==> config.mk <==
export PLATFORM = sky130hd
export DESIGN_NAME = spi_xcvr
export DESIGN_NICKNAME = d
export VERILOG_FILES = /design/src/rtl/spi_xcvr_pkg.sv /design/src/rtl/spi_sync.sv /design/src/rtl/spi_clkdiv.sv /design/src/rtl/spi_engine.sv /design/src/rtl/spi_xcvr.sv
export SDC_FILE = /design/constraint.sdc
export NUM_CORES = 1
export LEC_CHECK = 0
export ABC_AREA = 1
export BUFFER_PORTS_ARGS = -buffer_cell sky130_fd_sc_hd__clkbuf_2
export CAP_MARGIN = 40
export CELL_PAD_IN_SITES_DETAIL_PLACEMENT = 1
export CELL_PAD_IN_SITES_GLOBAL_PLACEMENT = 2
export CORE_MARGIN = 4
export CORE_UTILIZATION = 31
export CTS_CLUSTER_DIAMETER = 30
export DETAILED_ROUTE_END_ITERATION = 8
export GPL_ROUTABILITY_DRIVEN = 1
export PLACE_DENSITY = 0.86
export SLEW_MARGIN = 10
export SYNTH_ARGS = -nofsm -noshare
export SYNTH_HDL_FRONTEND = slang
export SYNTH_SLANG_ARGS = --single-unit
==> constraint.sdc <==
create_clock -name clk -period 2.12 [get_ports clk]
set_input_delay 0.212 -clock clk [delete_from_list [all_inputs] [get_ports clk]]
set_output_delay 0.212 -clock clk [all_outputs]
set_load 0.01 [all_outputs]
==> src/rtl/spi_xcvr_pkg.sv <==
package spi_xcvr_pkg;

    typedef enum logic [1:0] {
        ST_IDLE   = 2'd0,
        ST_M_LOW  = 2'd1,
        ST_M_HIGH = 2'd2,
        ST_S_SEL  = 2'd3
    } xfer_state_e;

    localparam logic [1:0] ADDR_DATA = 2'd0;
    localparam logic [1:0] ADDR_CTRL = 2'd1;
    localparam logic [1:0] ADDR_STAT = 2'd2;

    localparam int CTRL_MASTER = 0;
    localparam int CTRL_IRQEN  = 1;
    localparam int CTRL_DIV_LO = 2;
    localparam int CTRL_SS     = 5;

endpackage

==> src/rtl/spi_sync.sv <==
module spi_sync #(
    parameter int             W   = 3,
    parameter logic [W-1:0]   RST = '0
) (
    input  logic         clk,
    input  logic         rst_n,
    input  logic [W-1:0] d,
    output logic [W-1:0] q
);

    for (genvar g = 0; g < W; g++) begin : g_bit
        logic [1:0] stage;
        always_ff @(posedge clk or negedge rst_n) begin
            if (!rst_n) stage <= {2{RST[g]}};
            else        stage <= {stage[0], d[g]};
        end
        assign q[g] = stage[1];
    end

endmodule

==> src/rtl/spi_clkdiv.sv <==
module spi_clkdiv #(
    parameter int SEL_W   = 3,
    parameter int MAX_SEL = 5
) (
    input  logic             clk,
    input  logic             rst_n,
    input  logic             run,
    input  logic [SEL_W-1:0] sel,
    output logic             tick
);

    localparam int CNT_W = MAX_SEL + 2;

    logic [SEL_W-1:0] eff_sel;
    logic [CNT_W-1:0] limit;
    logic [CNT_W-1:0] cnt;

    always_comb begin
        eff_sel = (sel > SEL_W'(MAX_SEL)) ? SEL_W'(MAX_SEL) : sel;
        limit   = (CNT_W'(1) << (eff_sel + 1'b1)) - CNT_W'(1);
        tick    = run && (cnt == limit);
    end

    always_ff @(posedge clk or negedge rst_n) begin
        if (!rst_n)          cnt <= '0;
        else if (!run)       cnt <= '0;
        else if (cnt == limit) cnt <= '0;
        else                 cnt <= cnt + 1'b1;
    end

endmodule

==> src/rtl/spi_engine.sv <==
module spi_engine
    import spi_xcvr_pkg::*;
#(
    parameter int W = 8
) (
    input  logic         clk,
    input  logic         rst_n,
    input  logic         master,
    input  logic         load,
    input  logic [W-1:0] wdata,
    input  logic         tick,
    input  logic         miso_in,
    input  logic         sck_s,
    input  logic         ss_s,
    input  logic         mosi_s,
    output xfer_state_e  state,
    output logic [W-1:0] shreg,
    output logic [W-1:0] rx_byte,
    output logic         busy,
    output logic         done,
    output logic         sck_out,
    output logic         mosi_out,
    output logic         miso_out,
    output logic         miso_oe
);

    localparam int          CW   = (W > 1) ? $clog2(W) : 1;
    localparam logic [CW-1:0] LAST = CW'(W - 1);

    xfer_state_e   state_d;
    logic [CW-1:0] cnt;
    logic          samp;
    logic          sck_prev;
    logic          s_rise, s_fall;
    logic          m_sample, m_shift, s_sample, s_shift;
    logic          last_bit;

    // edge and event decode
    always_comb begin
        s_rise   = sck_s & ~sck_prev;
        s_fall   = ~sck_s & sck_prev;
        m_sample = (state == ST_M_LOW)  && tick;
        m_shift  = (state == ST_M_HIGH) && tick;
        s_sample = (state == ST_S_SEL)  && s_rise;
        s_shift  = (state == ST_S_SEL)  && s_fall;
        last_bit = (cnt == LAST);
        done     = (m_shift || s_shift) && last_bit;
        busy     = (state == ST_M_LOW) || (state == ST_M_HIGH) ||
                   ((state == ST_S_SEL) && ((cnt != '0) || sck_s || sck_prev));
    end

    // next state
    always_comb begin
        state_d = state;
        unique case (state)
            ST_IDLE: begin
                if (master && load)      state_d = ST_M_LOW;
                else if (!master && !ss_s) state_d = ST_S_SEL;
            end
            ST_M_LOW: begin
                if (tick) state_d = ST_M_HIGH;
            end
            ST_M_HIGH: begin
                if (tick) state_d = last_bit ? ST_IDLE : ST_M_LOW;
            end
            ST_S_SEL: begin
                if (master || ss_s) state_d = ST_IDLE;
            end
        endcase
    end

    // state register
    always_ff @(posedge clk or negedge rst_n) begin
        if (!rst_n) state <= ST_IDLE;
        else        state <= state_d;
    end

    // datapath
    always_ff @(posedge clk or negedge rst_n) begin
        if (!rst_n) begin
            shreg    <= '0;
            rx_byte  <= '0;
            cnt      <= '0;
            samp     <= 1'b0;
            sck_prev <= 1'b0;
        end else begin
            sck_prev <= sck_s;
            if (load) begin
                shreg <= wdata;
                cnt   <= '0;
            end else if (m_sample || s_sample) begin
                samp <= m_sample ? miso_in : mosi_s;
            end else if (m_shift || s_shift) begin
                shreg <= {shreg[W-2:0], samp};
                cnt   <= last_bit ? '0 : cnt + 1'b1;
                if (last_bit) rx_byte <= {shreg[W-2:0], samp};
            end else if ((state == ST_S_SEL) && (state_d == ST_IDLE)) begin
                cnt <= '0;
            end
        end
    end

    // outputs
    always_comb begin
        sck_out  = (state == ST_M_HIGH);
        mosi_out = shreg[W-1];
        miso_out = shreg[W-1];
        miso_oe  = (state == ST_S_SEL);
    end

endmodule

==> src/rtl/spi_xcvr.sv <==
module spi_xcvr
    import spi_xcvr_pkg::*;
#(
    parameter int DATA_W  = 8,
    parameter int SEL_W   = 3,
    parameter int MAX_SEL = 5
) (
    input  logic              clk,
    input  logic              rst_n,
    input  logic [1:0]        bus_addr,
    input  logic              bus_wr,
    input  logic              bus_rd,
    input  logic [DATA_W-1:0] bus_wdata,
    output logic [DATA_W-1:0] bus_rdata,
    output logic              irq,
    output logic              sck_out,
    output logic              mosi_out,
    input  logic              miso_in,
    output logic              ss_out,
    input  logic              sck_in,
    input  logic              ss_in,
    input  logic              mosi_in,
    output logic              miso_out,
    output logic              miso_oe
);

    localparam logic [DATA_W-1:0] CTRL_RST = DATA_W'(1) << CTRL_SS;

    logic [DATA_W-1:0] ctrl_q;
    logic              flag_q, wcol_q, armed_q;
    logic              wr_data, rd_data, rd_stat, data_acc;
    logic              accept, collide, clear_ok;
    logic [2:0]        sync_q;
    logic              div_tick;
    logic              eng_busy, eng_done;
    logic [DATA_W-1:0] eng_shreg, eng_rx;
    xfer_state_e       eng_state;

    always_comb begin
        wr_data  = bus_wr && (bus_addr == ADDR_DATA);
        rd_data  = bus_rd && (bus_addr == ADDR_DATA);
        rd_stat  = bus_rd && (bus_addr == ADDR_STAT);
        data_acc = wr_data || rd_data;
        accept   = wr_data && !eng_busy;
        collide  = wr_data && eng_busy;
        clear_ok = armed_q && data_acc;
    end

    spi_sync #(.W(3), .RST(3'b010)) u_sync (
        .clk   (clk),
        .rst_n (rst_n),
        .d     ({sck_in, ss_in, mosi_in}),
        .q     (sync_q)
    );

    spi_clkdiv #(.SEL_W(SEL_W), .MAX_SEL(MAX_SEL)) u_div (
        .clk   (clk),
        .rst_n (rst_n),
        .run   ((eng_state == ST_M_LOW) || (eng_state == ST_M_HIGH)),
        .sel   (ctrl_q[CTRL_DIV_LO +: SEL_W]),
        .tick  (div_tick)
    );

    spi_engine #(.W(DATA_W)) u_engine (
        .clk      (clk),
        .rst_n    (rst_n),
        .master   (ctrl_q[CTRL_MASTER]),
        .load     (accept),
        .wdata    (bus_wdata),
        .tick     (div_tick),
        .miso_in  (miso_in),
        .sck_s    (sync_q[2]),
        .ss_s     (sync_q[1]),
        .mosi_s   (sync_q[0]),
        .state    (eng_state),
        .shreg    (eng_shreg),
        .rx_byte  (eng_rx),
        .busy     (eng_busy),
        .done     (eng_done),
        .sck_out  (sck_out),
        .mosi_out (mosi_out),
        .miso_out (miso_out),
        .miso_oe  (miso_oe)
    );

    // register file
    always_ff @(posedge clk or negedge rst_n) begin
        if (!rst_n) begin
            ctrl_q  <= CTRL_RST;
            flag_q  <= 1'b0;
            wcol_q  <= 1'b0;
            armed_q <= 1'b0;
        end else begin
            if (bus_wr && (bus_addr == ADDR_CTRL)) ctrl_q <= bus_wdata;

            if (eng_done)      flag_q <= 1'b1;
            else if (clear_ok) flag_q <= 1'b0;

            if (collide)       wcol_q <= 1'b1;
            else if (clear_ok) wcol_q <= 1'b0;

            if (rd_stat && flag_q) armed_q <= 1'b1;
            else if (data_acc)     armed_q <= 1'b0;
        end
    end

    always_comb begin
        unique case (bus_addr)
            ADDR_DATA: bus_rdata = eng_rx;
            ADDR_CTRL: bus_rdata = ctrl_q;
            ADDR_STAT: bus_rdata = {flag_q, wcol_q, {(DATA_W-2){1'b0}}};
            default:   bus_rdata = '0;
        endcase
        irq    = flag_q && ctrl_q[CTRL_IRQEN];
        ss_out = ctrl_q[CTRL_SS];
    end

endmodule

Yosys cells after proc, flatten, opt, wreduce, memory -nomap -nowiden
Cells that the tools add are included.
{"block": "totals", "out_inout_bits": 14, "reg_bits": 47, "in_bits": 18, "wordCells": 102}
{"block": "op_classes", "eq_ne": 8, "n_addsub": 4, "n_bitwise": 6, "n_mux": 25, "n_shift": 1, "n_lt_le_gt_ge": 1, "reduce_logical": 43}
{"cell": "$mux W8", "count": 3}
{"cell": "$pmux W8 S3", "count": 1}
{"cell": "$logic_and A1 B1 Y1", "count": 19}
{"cell": "$mux W3", "count": 6}
{"cell": "$mux W7", "count": 2}
{"cell": "$mux W2", "count": 5}
{"cell": "$logic_or A1 B1 Y1", "count": 8}
{"cell": "$pmux W2 S4", "count": 1}
{"cell": "$reduce_bool A2 Y1", "count": 4}
{"cell": "$add A7 B1 Y7 const B", "count": 1}
{"cell": "$eq A7 B7 Y1", "count": 1}
{"cell": "$mux W1", "count": 7}
{"cell": "$shl A1 B3 Y7 const A", "count": 1}
{"cell": "$sub A7 B2 Y7 const B", "count": 1}
{"cell": "$add A3 B1 Y3 const B", "count": 2}
{"cell": "$eq A2 B2 Y1 const B", "count": 3}
{"cell": "$logic_not A2 Y1", "count": 3}
{"cell": "$reduce_and A2 Y1", "count": 3}
{"cell": "$reduce_bool A3 Y1", "count": 2}
{"cell": "$eq A2 B1 Y1 const B", "count": 2}
{"cell": "$not A1 Y1", "count": 4}
{"cell": "$reduce_and A4 Y1", "count": 1}
{"cell": "$eq A3 B3 Y1 const B", "count": 1}
{"cell": "$gt A3 B3 Y1 const B", "count": 1}
{"cell": "3 further kinds", "count": 6}

Longest topological paths before layout
Gate-level depths: netlist (run 1).
{"block": "depth", "depth_word": 16, "depth_mapped": 19, "mapped_depth_nobuf": 18}

Hierarchy
A second synthesis (run 1) with hierarchy kept.
{"block": "unflattened", "cells_unflattened": 337, "area_unflattened_um2": 2741.4}
{"mod": "spi_engine", "instances": 1, "area_per_inst_um2": 1347.5, "cells_each": 154, "seq_area_each_um2": 575.6}
{"mod": "spi_xcvr", "instances": 1, "area_per_inst_um2": 619.3, "cells_each": 87, "seq_area_each_um2": 276.5}
{"mod": "spi_clkdiv", "instances": 1, "area_per_inst_um2": 599.3, "cells_each": 87, "seq_area_each_um2": 175.2}
{"mod": "spi_sync", "instances": 1, "area_per_inst_um2": 175.2, "cells_each": 9, "seq_area_each_um2": 152.6}

Worst setup path after synthesis (run 1)
No wires, ideal clock.
{"block": "synth_timing", "path_type": "reg-to-reg", "from": "register ctrl_q[3]", "to": "register u_engine.cnt[0]", "n_path_buf": 1, "required_ns": 2.003, "setup_time_ns": 0.117, "arrival_time_ns": 2.166, "path_stages_with_launch": 18, "setup_slack_ns": -0.163, "synth_period_minus_slack_ns": 2.283, "cell_sequence": "dfrtp_1 > nor2_2 > nand2_2 > ha_1 > inv_1 > nand2_1 > nand3_1 > nor2_1 > nand2_1 > nor2_4 > nand4_4 > inv_4 > nand2_4 > o311ai_2 > nand2_2 > buf_4 > nand3_1 > nand2_1"}
{"block": "synth_via", "elab_chain_cells": 13, "word_cells_on_any_way": 22}
{"element": "from (decl)", "line": "spi_xcvr.sv:29", "text": "logic [DATA_W-1:0] ctrl_q;"}
{"element": "from (signal assigned)", "line": "spi_xcvr.sv:94", "text": "if (bus_wr && (bus_addr == ADDR_CTRL)) ctrl_q <= bus_wdata;"}
{"element": "$gt A3 B3 Y1", "line": "spi_clkdiv.sv:19", "text": "eff_sel = (sel > SEL_W'(MAX_SEL)) ? SEL_W'(MAX_SEL) : sel;"}
{"element": "$mux W3 (*)", "line": "spi_clkdiv.sv:19"}
{"element": "$add A3 B1 Y3 (*)", "line": "spi_clkdiv.sv:20", "text": "limit = (CNT_W'(1) << (eff_sel + 1'b1)) - CNT_W'(1);"}
{"element": "$shl A1 B3 Y7 (*)", "line": "spi_clkdiv.sv:20"}
{"element": "$sub A7 B2 Y7 (*)", "line": "spi_clkdiv.sv:20"}
{"element": "$eq A7 B7 Y1 (*)", "line": "spi_clkdiv.sv:21", "text": "tick = run && (cnt == limit);"}
{"element": "$logic_and A1 B1 Y1 (*)", "line": "spi_clkdiv.sv:21"}
{"element": "$mux W2 (on tied branches)", "line": "spi_engine.sv:64, spi_engine.sv:61"}
{"element": "$pmux W2 S4", "line": "spi_engine.sv:55", "text": "unique case (state)"}
{"element": "$logic_not A2 Y1", "line": "spi_engine.sv:97", "text": "end else if ((state == ST_S_SEL) && (state_d == ST_IDLE)) begin"}
{"element": "$logic_and A1 B1 Y1", "line": "spi_engine.sv:97"}
{"element": "$reduce_bool A3 Y1 (no source line)"}
{"element": "$reduce_and A2 Y1 (no source line)"}
{"element": "to (signal assigned)", "line": "spi_engine.sv:95", "text": "cnt <= last_bit ? '0 : cnt + 1'b1;"}
{"element": "to (decl)", "line": "spi_engine.sv:31", "text": "logic [CW-1:0] cnt;"}
Mark *: on every way between the ends. The rest lies on a longest branch, timed or not. The select of a mux whose other input is x is not followed.
A chain may end at the register's enable or synchronous reset.

Worst setup path in the final report (run 1)
{"block": "layout_timing", "from": "register ctrl_q[2]", "to": "register u_engine.rx_byte[4]"}
{"block": "layout_via", "elab_chain_cells": 11, "word_cells_on_any_way": 13}
{"element": "$gt A3 B3 Y1", "line": "spi_clkdiv.sv:19"}
{"element": "$mux W3 (*)", "line": "spi_clkdiv.sv:19"}
{"element": "$add A3 B1 Y3 (*)", "line": "spi_clkdiv.sv:20"}
{"element": "$shl A1 B3 Y7 (*)", "line": "spi_clkdiv.sv:20"}
{"element": "$sub A7 B2 Y7 (*)", "line": "spi_clkdiv.sv:20"}
{"element": "$eq A7 B7 Y1 (*)", "line": "spi_clkdiv.sv:21"}
{"element": "$logic_and A1 B1 Y1 (*)", "line": "spi_clkdiv.sv:21"}
{"element": "$logic_and A1 B1 Y1", "line": "spi_engine.sv:42", "text": "m_sample = (state == ST_M_LOW) && tick;"}
{"element": "$logic_or A1 B1 Y1", "line": "spi_engine.sv:91", "text": "end else if (m_sample || s_sample) begin"}
{"element": "$not A1 Y1 (no source line)"}
{"element": "$reduce_and A4 Y1 (no source line) (*)"}
{"element": "to (signal assigned)", "line": "spi_engine.sv:96", "text": "if (last_bit) rx_byte <= {shreg[W-2:0], samp};"}
{"element": "to (decl)", "line": "spi_engine.sv:18", "text": "output logic [W-1:0] rx_byte,"}
Mark *: on every way between the ends. The rest lies on a longest branch, timed or not.

==> impl_metrics.toml, run 1 <==
[power_and_ir_drop]
power_w = 0.00321
vdd_drop_max_v = 0.000392
power_per_cell_area_nw_per_um2 = 969
switching_share_of_power = 0.396
relative_contribution_of_the_clock_network_to_total_power = 0.214
p_switching_w = 0.00127
combPwrFrac = 0.398
power_frac_seq = 0.388
internal_power_w = 0.00194
power_leakage_nw = 1.75

[worst_setup_path]
end_kind = "register"
worstPathRequired_ps = 2360
critPathKind = "register to register"
cp.arrival_ps = 2570
timing.critical_path.from_type = "register"
timing.critical_path.fanout_max = 8

[sta]
unrepaired_setup_endpoints_after_global_routing = "true"
period_share = 1.10
final-hold-violation-count = 0
worst_clock_skew_ps = 13.3
timing.max_slew.rel_slack = 0.526
timing.final.setup_violations = 22
timing_worst_slew_pin_value_ps = 711
postLayoutSetupSlackWorst_ps = -211
max_freq_mhz = 429
final_max_slew_viol_count = 0
sum_neg_setup_slack_ps = -2720
final_period_minus_worst_setup_slack_ps = 2330

[floorplanning]
num_rows = 33
die-width_um = 99.2
core_area_sq_um = 8180
die_h_um = 99.2
die_area_sq_um = 9850
num_io_pins = 32
floorplan.initialDensity = 0.316

[flow_run]
max_cap_check_violation_count = 0

[cells_and_area]
area_growth_syn_to_layout_pct = 28.4
layout_commonest_cell = "sky130_fd_sc_hd__nand2_1"
mostFrequentLayoutCells = "79 x sky130_fd_sc_hd__nand2_1, 51 x sky130_fd_sc_hd__inv_1, 43 x sky130_fd_sc_hd__dfrtp_1"
post-route-cell-area_sq_um = 3310
antenna-diode-count = 0
finish.net_count = 415
post_route_cells_drive_above_1_share = 0.275

[routing]
finalWirelength_um = 6830
route.detailed.vias_per_inst = 4.68
detail_route.iter0.violations = 89
route.vias.total = 2313
drc_errors = 0
antenna_left = 0
routedWlPerCell_um = 13.8
drt_pass1_iterations = 4

[global_routing]
first_global_vias = 2363
grt.total_usage = 0.147
maximum_number_of_pins_on_one_net_before_global_route_repair = 27
global_route.overflow_total = 0
grt_pass1_wl_um = 11700
grt_antenna_before_repair = 0

[clocking]
cts.sink_count = 47
cts-buffers-inserted = 5
clock_latency_ps = 310
clockBufferDepth = 2
cts.clk_slew.worst_paths_ps = 100
cts_tree = "done"
cts.htree.levels = 2
clock_tree.root_cell = "sky130_fd_sc_hd__clkbuf_8"

[logic_synthesis]
synth_top_cells_by_area = "sky130_fd_sc_hd__dfrtp_1 43%, sky130_fd_sc_hd__nand2_1 13%, sky130_fd_sc_hd__inv_1 7.7%"
synthDominantAreaCellType = "sky130_fd_sc_hd__dfrtp_1"
syn_area_sq_um = 2580
syn_avg_cell_area_sq_um = 7.91
yosysUniqueCellTypes = 35
synthesis.instances = 326
yosysWarnings = 0
postSynthNetCount = 353
sequential_element_share_of_the_synthesized_area = 0.457
yosys_reg_bits = 47
synthDominantCellAreaShare = 0.427

[place]
port-buffer-count = 31
gpl.final_weighted_congestion = 0.778
dp_slack_ps = -257
placed_area_sq_um = 3020
place.detailed.hpwl_um = 5180

[worst_hold_path]
hold_path_class = "input port to register"

[outcome]
failing_checks = "negative setup slack"
run_status = "complete, but fails checks"
-- per-stage QoR --
stage	cells	hold slack, ps	util
after floorplan	326	-83.6	-
after global placement	478	289	0.370
after detailed placement	478	304	0.370
after CTS	493	5.59	0.398
after global routing	494	11.3	0.405
final	494	15.1	0.405
-- worst paths after layout --
check                                                endpoint                          startpoint  slack [ps]  cells past startpoint
max                           u_engine.rx_byte[4]$_DFFE_PN0P_               ctrl_q[2]$_DFFE_PN0P_        -210                     17
min                        u_sync.g_bit[0].stage[0]$_DFF_PN0_                             mosi_in          20                      1
max reg2reg                   u_engine.rx_byte[4]$_DFFE_PN0P_               ctrl_q[2]$_DFFE_PN0P_        -210                     17
min reg2reg                u_sync.g_bit[2].stage[1]$_DFF_PN0_  u_sync.g_bit[2].stage[0]$_DFF_PN0_         360                      0
max in group asynchronous  u_sync.g_bit[1].stage[1]$_DFF_PN1_                               rst_n         930                      3
min in group asynchronous              u_div.cnt[4]$_DFF_PN0_                               rst_n         480                      2
-- area by class of cell --
| cell class | instances | area [sq um] |
|---|---|---|
| fill | 1002 | 4860 |
| multi-input combinational | 219 | 1270 |
| sequential | 47 | 1180 |
| timing repair buffer | 59 | 395 |
| inverter | 56 | 215 |
| tap | 105 | 131 |
| clock buffer | 5 | 68.8 |
| clock inverter | 3 | 46.3 |
-- sequential cells by signal, summed over array words and instances (netlist names) --
name and count:
ctrl_q 8, u_engine.rx_byte 8, u_engine.shreg 8, u_div.cnt 7, u_sync.g_bit.stage 6, u_engine.cnt 3, u_engine.state 2, armed_q 1
flag_q 1, u_engine.samp 1, u_engine.sck_prev 1, wcol_q 1
-- critical path: stages (launching register included) --
cell and delay, ps:
sky130_fd_sc_hd__dfrtp_2 440, sky130_fd_sc_hd__nor2_4 120, sky130_fd_sc_hd__nand2_2 80, sky130_fd_sc_hd__ha_4 270
sky130_fd_sc_hd__inv_2 30, sky130_fd_sc_hd__nand2_1 50, sky130_fd_sc_hd__nand3_1 60, sky130_fd_sc_hd__nor2_1 120
sky130_fd_sc_hd__nand2_2 80, sky130_fd_sc_hd__nor2_4 130, sky130_fd_sc_hd__nand4_4 120, sky130_fd_sc_hd__inv_4 100
sky130_fd_sc_hd__nand2_4 60, sky130_fd_sc_hd__o31ai_4 80, sky130_fd_sc_hd__nand2_4 140, sky130_fd_sc_hd__nor2_8 200
sky130_fd_sc_hd__nand2_1 90, sky130_fd_sc_hd__o21ai_1 80
-- power by group through the flow --
stage	sequential (W)	combinational, W	clock, W
global placement	0.00125	0.00109	0
global route	0.00128	0.00146	0.000744
detailed placement	0.00126	0.00113	0
CTS	0.00124	0.00122	0.000708
finish	0.00124	0.00128	0.000686
floorplan	0.00122	0.000748	0
-- what timing repair did --
action,CTS,global route
setup endpoints to repair,23,23
gates cloned,2,0
buffers inserted,2,2
gates resized for setup,18,13
pin swaps,5,4
hold buffers,3,0
hold endpoints to repair,26,0
-- cells in the mapped netlist (all sizes together) --
library cell	count
nor2	25
nand3	33
o22ai	2
clkbuf	2
o21ai	34
xor2	1
o221ai	1
dfstp	3
o211ai	1
buf	4
conb	1
nand4	6
inv	56
nand3b	1
o311ai	1
dfrtp	44
a21oi	4
ha	9
a31oi	1
nand2	94
a22o	1
a221o	1
o31ai	1
-- per-layer routing --
metal | up-vias | track usage | part of all wire
li1 | 1165 | - | -
met1 | 1112 | 0.198 | 0.47
met2 | 29 | 0.248 | 0.49
met3 | 7 | 0.0224 | 0.030
met4 | 0 | 0.0347 | 0.0094
met5 | - | 0 | 0
-- cells by family after synthesis --
family	Yosys count	synth area share
AO/OA/AOI/OAI	47	0.112
XOR/XNOR	1	0.00340
adder cells (fa/ha/maj)	9	0.0436
buffers and inverters	62	0.0989
flip-flops	47	0.457
other	1	0.00145
AND/OR/NAND/NOR	159	0.283
Power figures use the tool's default switching activity.
==> run 2, diff against run 1 <==
- PLACE_DENSITY: 0.86 -> 0.85
- SYNTH_HIERARCHICAL: unset -> 1
==> run 2 against run 1 <==
Net effect:
- clock-buffer cell count grew 1
- final cell count grew 3.8%
- cell area grew 6.2%
- via count grew 3.4%
- worst setup slack lost 110 ps
- die area grew 5.5%
- critical path type unchanged
- the run still ends with negative setup slack left
- total power grew 1.5%
- sequential share of layout area shrank 2.1 points
==> impl_metrics.toml, run 2 <==
[power_and_ir_drop]
power_per_cell_area_nw_per_um2 = 926
power_leakage_nw = 1.80
vdd_drop_max_v = 0.000348
power_w = 0.00326

[sta]
timing_worst_slew_pin_value_ps = 640
worst_clock_skew_ps = 13.6
final_max_slew_viol_count = 0
final-hold-violation-count = 0
max_freq_mhz = 410
timing.final.setup_violations = 22
final_period_minus_worst_setup_slack_ps = 2440
sum_neg_setup_slack_ps = -5460
postLayoutSetupSlackWorst_ps = -316
unrepaired_setup_endpoints_after_global_routing = "true"
hold-worst-slack_ps = 20.7
period_share = 1.15
timing.max_slew.rel_slack = 0.573

[routing]
routedWlPerCell_um = 14.1
route.vias.total = 2391
drt_pass1_iterations = 4
antenna_left = 0
detail_route.iter0.violations = 118
route.detailed.vias_per_inst = 4.66
drc_errors = 0
finalWirelength_um = 7240

[worst_hold_path]
hold_path_class = "input port to register"

[worst_setup_path]
critical_path.max_stage_delay_ps = 400
end_kind = "register"
cp.arrival_ps = 2630
timing.critical_path.from_type = "register"
worst_path_max_delay_cell = "sky130_fd_sc_hd__dfrtp_1"
crit_chain = "nor2_2, nand2_2, ha_4, nor2_2, nor2_1, nand3_2, nor2_4, nand3_4, nor2_4, inv_2, o21ai_4, inv_6, nor2_8, nand2_8, nand2_2, o21ai_2"
timing.critical_path.fanout_max = 8
worstPathRequired_ps = 2310
critPathKind = "register to register"

[cells_and_area]
layout_commonest_cell = "sky130_fd_sc_hd__nand2_1"
final_core_util = 0.420
area_growth_syn_to_layout_pct = 28.6
mostFrequentLayoutCells = "107 x sky130_fd_sc_hd__nand2_1, 44 x sky130_fd_sc_hd__dfrtp_1, 36 x sky130_fd_sc_hd__buf_4"
n_fill_cell = 1038
seqCellArea_sq_um = 1180
post_route_cells_drive_above_1_share = 0.390
multiInputGateArea_sq_um = 1460
antenna-diode-count = 0
finish.net_count = 434
layout_top_registers = "ctrl_q: 8 flops, u_engine/rx_byte: 8 flops, u_engine/shreg: 8 flops"

[clocking]
cts.htree.levels = 2
cts_tree = "done"
cts.sink_count = 47
cts-buffers-inserted = 5
clockBufferDepth = 2
clock_tree.root_cell = "sky130_fd_sc_hd__clkbuf_8"
cts.clk_slew.worst_paths_ps = 90
clock_latency_ps = 300

[logic_synthesis]
synthesis.instances = 336
syn_area_sq_um = 2730
syn_avg_cell_area_sq_um = 8.14
yosysWarnings = 6
postSynthNetCount = 363

[floorplanning]
die_area_sq_um = 10400
floorplan.initialDensity = 0.326
core_area_sq_um = 8380
num_rows = 33
die_h_um = 102
die-width_um = 102
num_io_pins = 32

[outcome]
failing_checks = "negative setup slack"
run_status = "complete, but fails checks"

[flow_run]
max_cap_check_violation_count = 0

[global_routing]
first_global_vias = 2527
grt.total_usage = 0.146
grt_pass1_wl_um = 12100
grt_antenna_before_repair = 0
maximum_number_of_pins_on_one_net_before_global_route_repair = 26
global_route.overflow_total = 0

[place]
dp_slack_ps = -292
place.detailed.hpwl_um = 5560
port-buffer-count = 31
gpl.final_weighted_congestion = 0.828
run 2: changes by cell type in the layout (fill, tap and decap cells not counted), sizes merged, moves of 2 or more:
cell,previous run,this run
xor2,1,4
inv,57,41
o21ai,34,31
nor2,26,23
clkinv,0,2
nand2,95,137
nand3,33,20
nand4,6,2
nor3b,0,2
o22ai,2,0
buf,25,39
run 2: worst max-delay path: cells and delay by family, from the launching register on:
kind / cells / cell delay [ps]
buffers and inverters: 2 / 140
flip-flops: 1 / 400
adder cells (fa/ha/maj): 1 / 280
AND/OR/NAND/NOR: 11 / 1210
AO/OA/AOI/OAI: 2 / 280
run 2: repair_timing:
item,CTS,global route
cloned,1,0
resized for setup,16,19
setup buffers,5,2
pin swaps,10,6
hold buffers,2,0
endpoints found under the setup margin,22,23
hold endpoints to repair,21,0
run 2: area by class of cell:
cell class,count,area share
clock buffers,6,0.0206
clock inverters,2,0.00356
inverters,42,0.0484
multi-input cells,239,0.416
flip-flops and latches,47,0.335
well taps,105,0.0374
repair buffers,72,0.139
run 2: where the power goes:
part           total (W)  internal (W)  switching, W
Sequential       0.00119       0.00108      0.000113
Combinational    0.00152      0.000640      0.000885
Clock           0.000542      0.000231      0.000311
Total            0.00326       0.00195       0.00131
run 2: path summary, 6_finish.rpt:
| kind | startpoint | end | slack, ps | cells past startpoint |
|---|---|---|---|---|
| setup / recovery | ctrl_q[3]$_DFFE_PN0P_ | u_engine/rx_byte[6]$_DFFE_PN0P_ | -320 | 16 |
| hold / removal | mosi_in | u_sync/g_bit[0].stage[0]$_DFF_PN0_ | 20 | 1 |
| setup reg to reg | ctrl_q[3]$_DFFE_PN0P_ | u_engine/rx_byte[6]$_DFFE_PN0P_ | -320 | 16 |
| hold reg to reg | u_sync/g_bit[1].stage[0]$_DFF_PN1_ | u_sync/g_bit[1].stage[1]$_DFF_PN1_ | 360 | 0 |
| max in group asynchronous | rst_n | ctrl_q[5]$_DFFE_PN1P_ | 1040 | 3 |
| min in group asynchronous | rst_n | ctrl_q[6]$_DFFE_PN0P_ | 450 | 2 |
run 2: per-stage QoR:
step           instance area (sq um)  std cells
3_3_place_gp                    3220        495
6_report                        3520        513
4_1_cts                         3430        511
2_1_floorplan                   2760        336
5_1_grt                         3520        513
3_5_place_dp                    3220        495
run 2: layer usage:
layer | global-route usage | up-vias | routed length, um
li1 | - | 1182 | -
met1 | 0.192 | 1184 | 3310
met2 | 0.258 | 20 | 3710
met3 | 0.0212 | 5 | 149
met4 | 0.0303 | 0 | 70
met5 | 0 | - | 0
==> run 3, diff against run 2 <==
- CORE_ASPECT_RATIO: unset -> 0.8
- CTS_CLUSTER_DIAMETER: 30 -> 100
==> run 3 against run 2 <==
Net effect:
- global-route usage shrank 0.56 points
- wire length shrank 1.6%
- clock power grew 5.9%
- largest cell class unchanged
- critical path type unchanged
- sequential power is essentially flat
- highest routed layer unchanged
- total power is essentially flat
- the flow finishes with violations (negative hold slack, negative setup slack)
- sequential share of layout area grew 0.48 points
- clock-buffer cell count shrank 1
- critical endpoint is now u_engine/shreg[4]$_DFFE_PN0P_
- register-to-register slack gained 40 ps
- non-clock buffer count shrank 5
- first-iteration DRC count shrank 40%
- core utilization shrank 1.3 points
==> impl_metrics.toml, run 3 (synthesis results as in run 2) <==
[sta]
sum_neg_setup_slack_ps = -5030
timing.final.setup_violations = 23
max_freq_mhz = 418
final_period_minus_worst_setup_slack_ps = 2390
postLayoutSetupSlackWorst_ps = -273
timing_worst_slew_pin_value_ps = 624
final_max_slew_viol_count = 0
unrepaired_setup_endpoints_after_global_routing = "true"
period_share = 1.13
final-hold-violation-count = 7
hold-worst-slack_ps = -7.58
worst_clock_skew_ps = 14.7
timing.max_slew.rel_slack = 0.584

[place]
gpl.final_weighted_congestion = 0.828
dpl.cell_count = 494
place.detailed.hpwl_um = 5230
dp_slack_ps = -337
port-buffer-count = 31

[floorplanning]
num_rows = 30
floorplan.initialDensity = 0.321
num_io_pins = 32
core_area_sq_um = 8520
die-width_um = 113
die_area_sq_um = 10400
die_h_um = 92.0

[power_and_ir_drop]
power_per_cell_area_nw_per_um2 = 939
vdd_drop_max_v = 0.000395
power_leakage_nw = 1.78

[clocking]
cts_tree = "done"
cts-buffers-inserted = 5
clockBufferDepth = 2
cts.htree.levels = 2
cts.clk_slew.worst_paths_ps = 100
cts.sink_count = 47
clock_latency_ps = 310
clock_tree.root_cell = "sky130_fd_sc_hd__clkbuf_8"

[cells_and_area]
finish.net_count = 430
layout_commonest_cell = "sky130_fd_sc_hd__nand2_1"
n_fill_cell = 1030
area_growth_syn_to_layout_pct = 26.8
layout_top_registers = "ctrl_q: 8 flops, u_engine/rx_byte: 8 flops, u_engine/shreg: 8 flops"
layoutNonFillerInstCount = 516
final_core_util = 0.407
mostFrequentLayoutCells = "107 x sky130_fd_sc_hd__nand2_1, 44 x sky130_fd_sc_hd__dfrtp_1, 31 x sky130_fd_sc_hd__inv_1, 31 x sky130_fd_sc_hd__clkbuf_2, 30 x sky130_fd_sc_hd__buf_4"
antenna-diode-count = 0
multiInputGateArea_sq_um = 1440
seqCellArea_sq_um = 1180
post_route_cells_drive_above_1_share = 0.381

[worst_setup_path]
rr_startpoint = "ctrl_q[3]$_DFFE_PN0P_"
worstPathRequired_ps = 2330
ff2ff_setup_slack_ps = -270
end_kind = "register"
timing.critical_path.from_type = "register"
timing.reg2reg.worst_path_depth = 16
timing.critical_path.fanout_max = 8
timing.rr.end = "u_engine/shreg[4]$_DFFE_PN0P_"
cp.arrival_ps = 2600
critPathKind = "register to register"

[global_routing]
maximum_number_of_pins_on_one_net_before_global_route_repair = 48
grt.total_usage = 0.141
grt_antenna_before_repair = 0
global_route.overflow_total = 0
grt_pass1_wl_um = 11900
first_global_vias = 2448

[routing]
routedWlPerCell_um = 13.8
route.detailed.vias_per_inst = 4.52
drt_pass1_iterations = 4
antenna_left = 0
finalWirelength_um = 7120
drc_errors = 0
route.vias.total = 2334
detail_route.iter0.violations = 71

[worst_hold_path]
hold_path_class = "input port to async pin"

[outcome]
failing_checks = "negative hold slack, negative setup slack"
run_status = "complete, but fails checks"

[flow_run]
max_cap_check_violation_count = 0
## run 3: changes by cell type in the layout (fill, tap and decap cells not counted), moves of 2 or more
cell / delta
sky130_fd_sc_hd__buf_4: -6
sky130_fd_sc_hd__nand2_2: +5
sky130_fd_sc_hd__nand2_4: -5
sky130_fd_sc_hd__nand3_1: +2
sky130_fd_sc_hd__nand3_2: -2
sky130_fd_sc_hd__nor2_1: +2
## run 3: metal layers
metal,global-route usage,vias up,part of all wire
met3,0.0251,4,0.023
met4,0.0210,0,0.0052
li1,-,1174,-
met2,0.250,19,0.52
met1,0.182,1137,0.46
met5,0,-,0
## run 3: cell type report
cell class                      count  share of cell area
Sequential cell                    47               0.340
Multi-Input combinational cell    239               0.414
Timing Repair inverter              1             0.00180
Timing Repair Buffer               67               0.128
Tap cell                          112              0.0404
Clock buffer                        5              0.0198
Inverter                           42              0.0491
Clock inverter                      3             0.00650
## run 3: worst max path at each step
stage,startpoint,end,slack [ps],cells after the start
6_report,ctrl_q[3]$_DFFE_PN0P_,u_engine/shreg[4]$_DFFE_PN0P_,-270,16
5_1_grt,ctrl_q[3]$_DFFE_PN0P_,u_engine/cnt[0]$_DFFE_PN0P_,-440,19
4_1_cts,ctrl_q[2]$_DFFE_PN0P_,u_engine/rx_byte[7]$_DFFE_PN0P_,-300,16
3_5_place_dp,ctrl_q[3]$_DFFE_PN0P_,u_engine/rx_byte[1]$_DFFE_PN0P_,-340,16
3_3_place_gp,ctrl_q[3]$_DFFE_PN0P_,u_engine/rx_byte[4]$_DFFE_PN0P_,-260,16
2_1_floorplan,u_engine/state[0]$_DFF_PN0_,u_engine/cnt[0]$_DFFE_PN0P_,100,13
## run 3: what timing repair did
action / CTS / global route
hold buffers: 3 / 0
gates resized for setup: 8 / 24
pin swaps: 2 / 13
setup buffers: 5 / 5
endpoints found under the hold margin: 3 / 0
gates cloned: 2 / 0
setup endpoints to repair: 22 / 23
## run 3: power breakdown
group	leakage, nW	switching, W	internal (W)
registers	0.606	0.000123	0.00108
logic	1.12	0.000871	0.000611
clock network	0.0489	0.000335	0.000239
## run 3: per-stage QoR
| stage | instance area (sq um) | total power [W] |
|---|---|---|
| floorplan | 2760 | 0.00205 |
| global placement | 3150 | 0.00247 |
| detailed placement | 3150 | 0.00251 |
| CTS | 3350 | 0.00316 |
| global route | 3470 | 0.00352 |
| finish | 3470 | 0.00326 |
## run 3: critical path, stage by stage (launching register included)
cell and delay (ps):
sky130_fd_sc_hd__dfrtp_1 400, sky130_fd_sc_hd__nor2_2 150, sky130_fd_sc_hd__nand2_2 80, sky130_fd_sc_hd__ha_4 280, sky130_fd_sc_hd__nor2_1 30, sky130_fd_sc_hd__nor2_1 120
sky130_fd_sc_hd__nand3_2 120, sky130_fd_sc_hd__nor2_4 110, sky130_fd_sc_hd__nand3_4 80, sky130_fd_sc_hd__nor2_4 120, sky130_fd_sc_hd__nand2_2 100, sky130_fd_sc_hd__o21ai_2 90
sky130_fd_sc_hd__nand2_2 120, sky130_fd_sc_hd__o21ai_4 170, sky130_fd_sc_hd__clkinv_4 160, sky130_fd_sc_hd__nand2_1 110, sky130_fd_sc_hd__o21ai_2 50
